[config.mk]
export PLATFORM = sky130hd
export DESIGN_NAME = regcmd_decoder
export DESIGN_NICKNAME = d
export VERILOG_FILES = /design/src/rtl/rcd_pkg.sv /design/src/rtl/rcd_ctrl.sv /design/src/rtl/rcd_path.sv /design/src/rtl/regcmd_decoder.sv
export SDC_FILE = /design/constraint.sdc
export NUM_CORES = 1
export LEC_CHECK = 0
export BUFFER_PORTS_ARGS = -buffer_cell sky130_fd_sc_hd__buf_2
export CAP_MARGIN = 20
export CORE_MARGIN = 2
export CORE_UTILIZATION = 53
export CTS_CLUSTER_SIZE = 8
export DETAILED_ROUTE_END_ITERATION = 10
export HOLD_SLACK_MARGIN = 0.12
export PLACE_DENSITY = 0.89
export SLEW_MARGIN = 15
export SYNTH_ARGS = -nofsm -noshare
export SYNTH_HDL_FRONTEND = slang
export SYNTH_HIERARCHICAL = 1
export SYNTH_SLANG_ARGS = --single-unit
[constraint.sdc]
create_clock -name clk -period 6.4 [get_ports clk]
set_input_delay 0 -clock clk [delete_from_list [all_inputs] [get_ports clk]]
set_output_delay 0 -clock clk [all_outputs]
set_load 0.01 [all_outputs]
[src/rtl/rcd_pkg.sv]
package rcd_pkg;
  localparam int WORD_W = 32;
  localparam int OFF_W  = 12;
  localparam int CLS_W  = 10;
  localparam int CNT_W  = 16;
  localparam int MASK_W = 16;
  localparam int SMASK_W = 6;
  localparam int GCNT_W = 14;
  localparam int IDX_W  = $clog2(MASK_W);

  localparam logic [3:0] OP_CLASS = 4'd0;
  localparam logic [3:0] OP_INCR  = 4'd1;
  localparam logic [3:0] OP_FIXED = 4'd2;
  localparam logic [3:0] OP_MASK  = 4'd3;
  localparam logic [3:0] OP_IMM   = 4'd4;
  localparam logic [3:0] OP_JUMP  = 4'd5;
  localparam logic [3:0] OP_GATH  = 4'd6;

  typedef enum logic [1:0] {MD_IDLE, MD_INCR, MD_FIXED, MD_MASK} mode_e;

  typedef struct packed {
    logic             loadClass;
    logic             loadBase;
    logic             emitImm;
    logic             emitPay;
    logic [OFF_W-1:0] idx;
    logic             jumpEv;
    logic             gathEv;
    logic             errSet;
  } strobe_t;

  function automatic logic [IDX_W-1:0] lowIdx(input logic [MASK_W-1:0] m);
    lowIdx = '0;
    for (int b = MASK_W - 1; b >= 0; b--) begin
      if (m[b]) lowIdx = IDX_W'(b);
    end
  endfunction
endpackage

[src/rtl/rcd_ctrl.sv]
module rcd_ctrl
  import rcd_pkg::*;
(
  input  logic              clk,
  input  logic              rstN,
  input  logic              inValid,
  input  logic [WORD_W-1:0] inWord,
  output logic              inReady,
  output strobe_t           st
);
  mode_e             mode;
  logic [CNT_W-1:0]  remain;
  logic [MASK_W-1:0] maskBits;
  logic [OFF_W-1:0]  stepIdx;
  logic              readyQ;
  logic              acc;
  logic [3:0]        op;
  logic [MASK_W-1:0] maskNext;

  assign inReady  = readyQ;
  assign acc      = inValid && readyQ;
  assign op       = inWord[WORD_W-1 -: 4];
  assign maskNext = maskBits & (maskBits - 1'b1);

  always_comb begin
    st = '0;
    if (acc) begin
      if (mode != MD_IDLE) begin
        st.emitPay = 1'b1;
        case (mode)
          MD_INCR: st.idx = stepIdx;
          MD_MASK: st.idx = OFF_W'(lowIdx(maskBits));
          default: st.idx = '0;
        endcase
      end else begin
        case (op)
          OP_CLASS: begin st.loadClass = 1'b1; st.loadBase = 1'b1; end
          OP_INCR, OP_FIXED, OP_MASK: st.loadBase = 1'b1;
          OP_IMM:  st.emitImm = 1'b1;
          OP_JUMP: st.jumpEv  = 1'b1;
          OP_GATH: st.gathEv  = 1'b1;
          default: st.errSet  = 1'b1;
        endcase
      end
    end
  end

  always_ff @(posedge clk) begin
    if (!rstN) begin
      mode     <= MD_IDLE;
      remain   <= '0;
      maskBits <= '0;
      stepIdx  <= '0;
      readyQ   <= 1'b0;
    end else begin
      readyQ <= 1'b1;
      if (acc) begin
        if (mode != MD_IDLE) begin
          case (mode)
            MD_INCR, MD_FIXED: begin
              remain  <= remain - 1'b1;
              stepIdx <= stepIdx + 1'b1;
              if (remain == CNT_W'(1)) mode <= MD_IDLE;
            end
            default: begin
              maskBits <= maskNext;
              if (maskNext == '0) mode <= MD_IDLE;
            end
          endcase
        end else begin
          case (op)
            OP_CLASS: begin
              maskBits <= MASK_W'(inWord[SMASK_W-1:0]);
              if (inWord[SMASK_W-1:0] != '0) mode <= MD_MASK;
            end
            OP_INCR, OP_FIXED: begin
              remain  <= inWord[CNT_W-1:0];
              stepIdx <= '0;
              if (inWord[CNT_W-1:0] != '0) mode <= (op == OP_INCR) ? MD_INCR : MD_FIXED;
            end
            OP_MASK: begin
              maskBits <= inWord[MASK_W-1:0];
              if (inWord[MASK_W-1:0] != '0) mode <= MD_MASK;
            end
            default: ;
          endcase
        end
      end
    end
  end

  // at most one kind of result per accepted word
  a_r11_single_result: assert property (@(posedge clk) disable iff (!rstN)
    $onehot0({st.emitPay, st.emitImm, st.jumpEv, st.gathEv, st.errSet}));

  // a word taken as payload never raises an event or error
  a_r7_payload_is_data: assert property (@(posedge clk) disable iff (!rstN)
    (acc && mode != MD_IDLE) |-> !(st.errSet || st.jumpEv || st.gathEv || st.emitImm));

  // every payload word of a counted write uses up one count
  a_r3_count_drops: assert property (@(posedge clk) disable iff (!rstN)
    (acc && (mode == MD_INCR || mode == MD_FIXED)) |=> remain == $past(remain) - 1'b1);

  // every masked payload word retires exactly one mask bit
  a_r5_mask_shrinks: assert property (@(posedge clk) disable iff (!rstN)
    (acc && mode == MD_MASK) |=> $countones(maskBits) == $countones($past(maskBits)) - 1);
endmodule

[src/rtl/rcd_path.sv]
module rcd_path
  import rcd_pkg::*;
(
  input  logic              clk,
  input  logic              rstN,
  input  strobe_t           st,
  input  logic [WORD_W-1:0] inWord,
  output logic              wrValid,
  output logic [CLS_W-1:0]  wrClass,
  output logic [OFF_W-1:0]  wrOffset,
  output logic [WORD_W-1:0] wrData,
  output logic              restartValid,
  output logic [WORD_W-1:0] restartAddr,
  output logic              gatherValid,
  output logic [GCNT_W-1:0] gatherCount,
  output logic              gatherOffValid,
  output logic [OFF_W-1:0]  gatherOffset,
  output logic              gatherIncr,
  output logic              errFlag
);
  localparam int OFF_LO = 16;
  localparam int CLS_LO = 6;
  localparam int IMM_W  = 16;

  logic [CLS_W-1:0] curClass;
  logic [OFF_W-1:0] baseOff;
  logic [OFF_W-1:0] wordOff;

  assign wordOff = inWord[OFF_LO +: OFF_W];

  always_ff @(posedge clk) begin
    if (!rstN) begin
      curClass       <= '0;
      baseOff        <= '0;
      wrValid        <= 1'b0;
      wrClass        <= '0;
      wrOffset       <= '0;
      wrData         <= '0;
      restartValid   <= 1'b0;
      restartAddr    <= '0;
      gatherValid    <= 1'b0;
      gatherCount    <= '0;
      gatherOffValid <= 1'b0;
      gatherOffset   <= '0;
      gatherIncr     <= 1'b0;
      errFlag        <= 1'b0;
    end else begin
      wrValid      <= st.emitPay || st.emitImm;
      restartValid <= st.jumpEv;
      gatherValid  <= st.gathEv;
      errFlag      <= errFlag || st.errSet;
      if (st.loadClass) curClass <= inWord[CLS_LO +: CLS_W];
      if (st.loadBase)  baseOff  <= wordOff;
      if (st.emitPay) begin
        wrClass  <= curClass;
        wrOffset <= baseOff + st.idx;
        wrData   <= inWord;
      end else if (st.emitImm) begin
        wrClass  <= curClass;
        wrOffset <= wordOff;
        wrData   <= WORD_W'(inWord[IMM_W-1:0]);
      end
      if (st.jumpEv) restartAddr <= {inWord[WORD_W-5:0], 4'b0000};
      if (st.gathEv) begin
        gatherCount    <= inWord[GCNT_W-1:0];
        gatherOffValid <= inWord[15];
        gatherIncr     <= inWord[14];
        gatherOffset   <= wordOff;
      end
    end
  end

  // the error flag never clears outside reset
  a_r10_err_sticky: assert property (@(posedge clk) disable iff (!rstN)
    errFlag |=> errFlag);

  // a rejected word leaves no write or event behind
  a_r10_err_silent: assert property (@(posedge clk) disable iff (!rstN)
    st.errSet |=> !(wrValid || restartValid || gatherValid));

  // the class seen on a payload write is the one loaded earlier
  a_r2_class_follows: assert property (@(posedge clk) disable iff (!rstN)
    st.emitPay |=> wrClass == $past(curClass));
endmodule

[src/rtl/regcmd_decoder.sv]
module regcmd_decoder
  import rcd_pkg::*;
(
  input  logic              clk,
  input  logic              rstN,
  input  logic              inValid,
  input  logic [WORD_W-1:0] inWord,
  output logic              inReady,
  output logic              wrValid,
  output logic [CLS_W-1:0]  wrClass,
  output logic [OFF_W-1:0]  wrOffset,
  output logic [WORD_W-1:0] wrData,
  output logic              restartValid,
  output logic [WORD_W-1:0] restartAddr,
  output logic              gatherValid,
  output logic [GCNT_W-1:0] gatherCount,
  output logic              gatherOffValid,
  output logic [OFF_W-1:0]  gatherOffset,
  output logic              gatherIncr,
  output logic              errFlag
);
  strobe_t st;

  rcd_ctrl uCtrl (
    .clk(clk), .rstN(rstN), .inValid(inValid), .inWord(inWord),
    .inReady(inReady), .st(st)
  );

  rcd_path uPath (
    .clk(clk), .rstN(rstN), .st(st), .inWord(inWord),
    .wrValid(wrValid), .wrClass(wrClass), .wrOffset(wrOffset), .wrData(wrData),
    .restartValid(restartValid), .restartAddr(restartAddr),
    .gatherValid(gatherValid), .gatherCount(gatherCount),
    .gatherOffValid(gatherOffValid), .gatherOffset(gatherOffset),
    .gatherIncr(gatherIncr), .errFlag(errFlag)
  );
endmodule

==> qor.txt <==
status: complete, no violations
Critical Path Fanout Max: 47
Sw Ratio: 27.0%
nets@finish: 1111
worst endpoint required time: 6.72 ns
count of max-cap constraint violations: 0
Worst Path Arrival: 3.94 ns
Mean Syn Cell Area: 9.14 um^2
Synth cell types: 75
Mapped Cells: 904
RSZ-0062 raised after global routing: false
ant diodes: 0
#FFs+latches synth: 183
DP Worst Slack: 2.70 ns
Synth Cell Area: 8260 um^2
via count: 7499
Starting Density: 54.4%
reg-to-reg endpoint: uPath/wrOffset[8]
Worst Setup SP: uCtrl/mode[0]
Core Area: 15200 um^2
CTS clk-pin slew, worst paths: 0.08 ns
vias per cell: 5.96
final wirelength: 23100 um
commonest non-fill, non-tap cells in the layout: 183 x dfxtp_1, 151 x nor2_1, 150 x buf_2, 85 x mux2i_1, 52 x nand2_1
CTS tree: done
final setup violation count: 0
antenna violations before repair: 0
Design Power: 2.42 mW
crit path kind: reg -> reg
worst hold path class: in -> reg
CTS Hold Bufs: 33
Top FF cell, synth: dfxtp_1
yosys warns: 6
chip height: 129 um
grt ovf: 0
chip width: 129 um
H-tree depth: 4
HPWL Detailed: 15300 um
Final Hold Viols: 0
final worst-path setup slack: 2.78 ns
drt drc: 0
Clock power frac: 41.8%
FP Rows: 45
Max transition margin: 25.6%
Final Slew Violations: 0
Worst VDD drop: 242 uV
CTS Buf Count: 17
Internal Power: 1.77 mW
crit-path cells: inv_1, ha_1, buf_4, nor2_1, buf_4, a21boi_0, inv_1, fa_1, nand2b_1, a21oi_2, o211ai_1, and4_1, a2111oi_2
R2R depth: 13
first-pass GRT wire length: 35700 um
Critical Path End: uPath/wrOffset[8]
Post-CTS Setup Bufs: 0
sequential fraction of the synthesis area: 44.3%
pwr dens: 243 nW/um^2
Tot GR Track Use: 27.0%
clk_skew: 0.00941 ns
fraction of registers with async set/reset: 0%
vias in the first global route: 6854
num ports: 154
clk buf depth: 2
Filler Cell Count: 1213
Routed Antenna Nets: 0
switching pwr: 0.654 mW
Post-Route Utilization: 65.6%
fin crit share: 56.5%
largest net degree at the start of global routing: 85
startpoint class of the critical path: flip-flop
layout cells sized above 1: 20.5%
Post-synth EDFFs: 0
CP peak stage delay: 0.44 ns
routability cong.: 0.930
Slowest-stage cell, CP: fa_1
DRT iter0 DRCs: 610
FMAX: 276 MHz
time the worst path needs with I/O delays and setup: 3.62 ns
Area Growth Syn to Fin: 20.7%
DR pass1 iterations: 5
R2R Path Start: uCtrl/mode[0]
clk root buf: clkbuf_16
die area: 16600 um^2
actual slew at the worst max-slew pin: 1.11 ns
combinational share of power: 9.8%
most common cell after layout, fill and taps aside: dfxtp_1
CTS sink count: 183
PostCTS Resize Cnt: 0
WL/cell: 18.3 um
R2R Setup Slk: 2.78 ns
Worst setup EP type: flip-flop
IO buf count: 149
Leak: 4.14 nW
setup tns final: 0 ns
clk_lat worst skew: 0.43 ns
Sequential Power Share: 48.3%
-- registers in the layout, summed over array words and instances (netlist names), 2 cells and up --
name	flops
uCtrl/maskBits	16
uCtrl/mode	2
uCtrl/remain	16
uCtrl/stepIdx	12
uPath/baseOff	12
uPath/curClass	10
uPath/gatherCount	14
uPath/gatherOffset	12
uPath/restartAddr	28
uPath/wrClass	10
uPath/wrData	32
uPath/wrOffset	12
-- through the flow --
step / hold slack (ns) / area (um^2) / cells
after floorplan: 0.0277 / 8270 / 907
after global placement: 0.281 / 9030 / 1190
after detailed placement: 0.288 / 9030 / 1190
after CTS: 0.240 / 9930 / 1255
after global routing: 0.304 / 9970 / 1259
final: 0.284 / 9970 / 1259
-- cells by family after synthesis --
logic type	count (synthesis)	share of synthesized area, %
multiplexers	87	10.6
AND/OR/NAND/NOR	304	17.2
AO/OA/AOI/OAI	214	18.8
flip-flops	183	44.3
other	1	0.0454
XOR/XNOR	15	1.59
buffers and inverters	81	4.54
adder cells (fa/ha/maj)	19	2.94
-- synthesized netlist by cell type, drive strengths merged, types with 2 or more instances --
cell type	count	area, um^2
dfxtp	183	3660
nor2	152	573
mux2i	85	851
nand2	52	195
a22o	42	368
o21ai	40	200
a21oi	34	181
buf	31	186
clkbuf	30	114
nor3	21	121
a21boi	19	143
inv	19	71.3
ha	17	213
nand3	13	65.1
and3	12	75.1
xor2	10	87.6
a31oi	9	56.3
nand4	9	56.3
a211oi	7	52.6
and2	7	43.8
nor4	7	58.8
or3	7	43.8
a32oi	6	52.6
nor2b	6	37.5
o221a	6	67.6
nand2b	5	31.3
o211ai	5	37.5
o21a	5	38.8
o2bb2ai	5	43.8
xnor2	5	43.8
a21o	4	30.0
a22oi	4	30.0
o31ai	4	30.0
or4	4	37.5
a211o	3	26.3
nor4b	3	32.5
o211a	3	30.0
o22ai	3	18.8
a31o	2	17.5
mux2	2	22.5
o21bai	2	15.0
o41ai	2	25.0
-- power groups by stage --
stage | Sequential [mW] | Combinational, mW | Clock [mW]
5_1_grt | 1.17 | 0.257 | 1.08
6_report | 1.17 | 0.238 | 1.01
3_3_place_gp | 1.20 | 0.211 | 0
2_1_floorplan | 1.20 | 0.141 | 0
4_1_cts | 1.17 | 0.230 | 1.02
3_5_place_dp | 1.20 | 0.214 | 0
-- routing by layer --
| layer | GRT usage (%) | part of all wire [%] | up-vias |
|---|---|---|---|
| met5 | 0 | 0 | - |
| li1 | - | - | 3544 |
| met3 | 5.57 | 7.1 | 38 |
| met2 | 46.2 | 48 | 353 |
| met1 | 34.5 | 43 | 3564 |
| met4 | 8.18 | 1.9 | 0 |
-- worst min path at each step --
stage                from                to  slack [ns]  cells after the start
4_1_cts           inValid   uCtrl/remain[7]        0.24                      5
3_3_place_gp   inWord[19]  uPath/wrData[19]        0.28                      2
3_5_place_dp   inWord[24]  uPath/wrData[24]        0.29                      2
6_report          inValid   uCtrl/remain[7]        0.28                      5
5_1_grt           inValid  uCtrl/stepIdx[3]        0.30                      5
2_1_floorplan        rstN     uCtrl/inReady        0.03                      0
-- layout make-up --
type / count / area [um^2] / share of cell area, %
Clock buffer: 18 / 439 / 4.40
Clock inverter: 14 / 129 / 1.29
Inverter: 20 / 75.1 / 0.753
Multi-Input combinational cell: 643 / 4260 / 42.7
Sequential cell: 183 / 3660 / 36.7
Tap cell: 188 / 235 / 2.36
Timing Repair Buffer: 193 / 1170 / 11.8
-- critical path, delay by kind of cell (launching register included) --
kind                       cells  cell delay, ns
adders and majority gates      2            0.76
DFF                            1            0.39
AOI/OAI and AO/OA              4            1.00
buffers and inverters          4            0.76
and+or+nand+nor                3            0.60
Note: power is estimated with default switching activity, not from simulation.
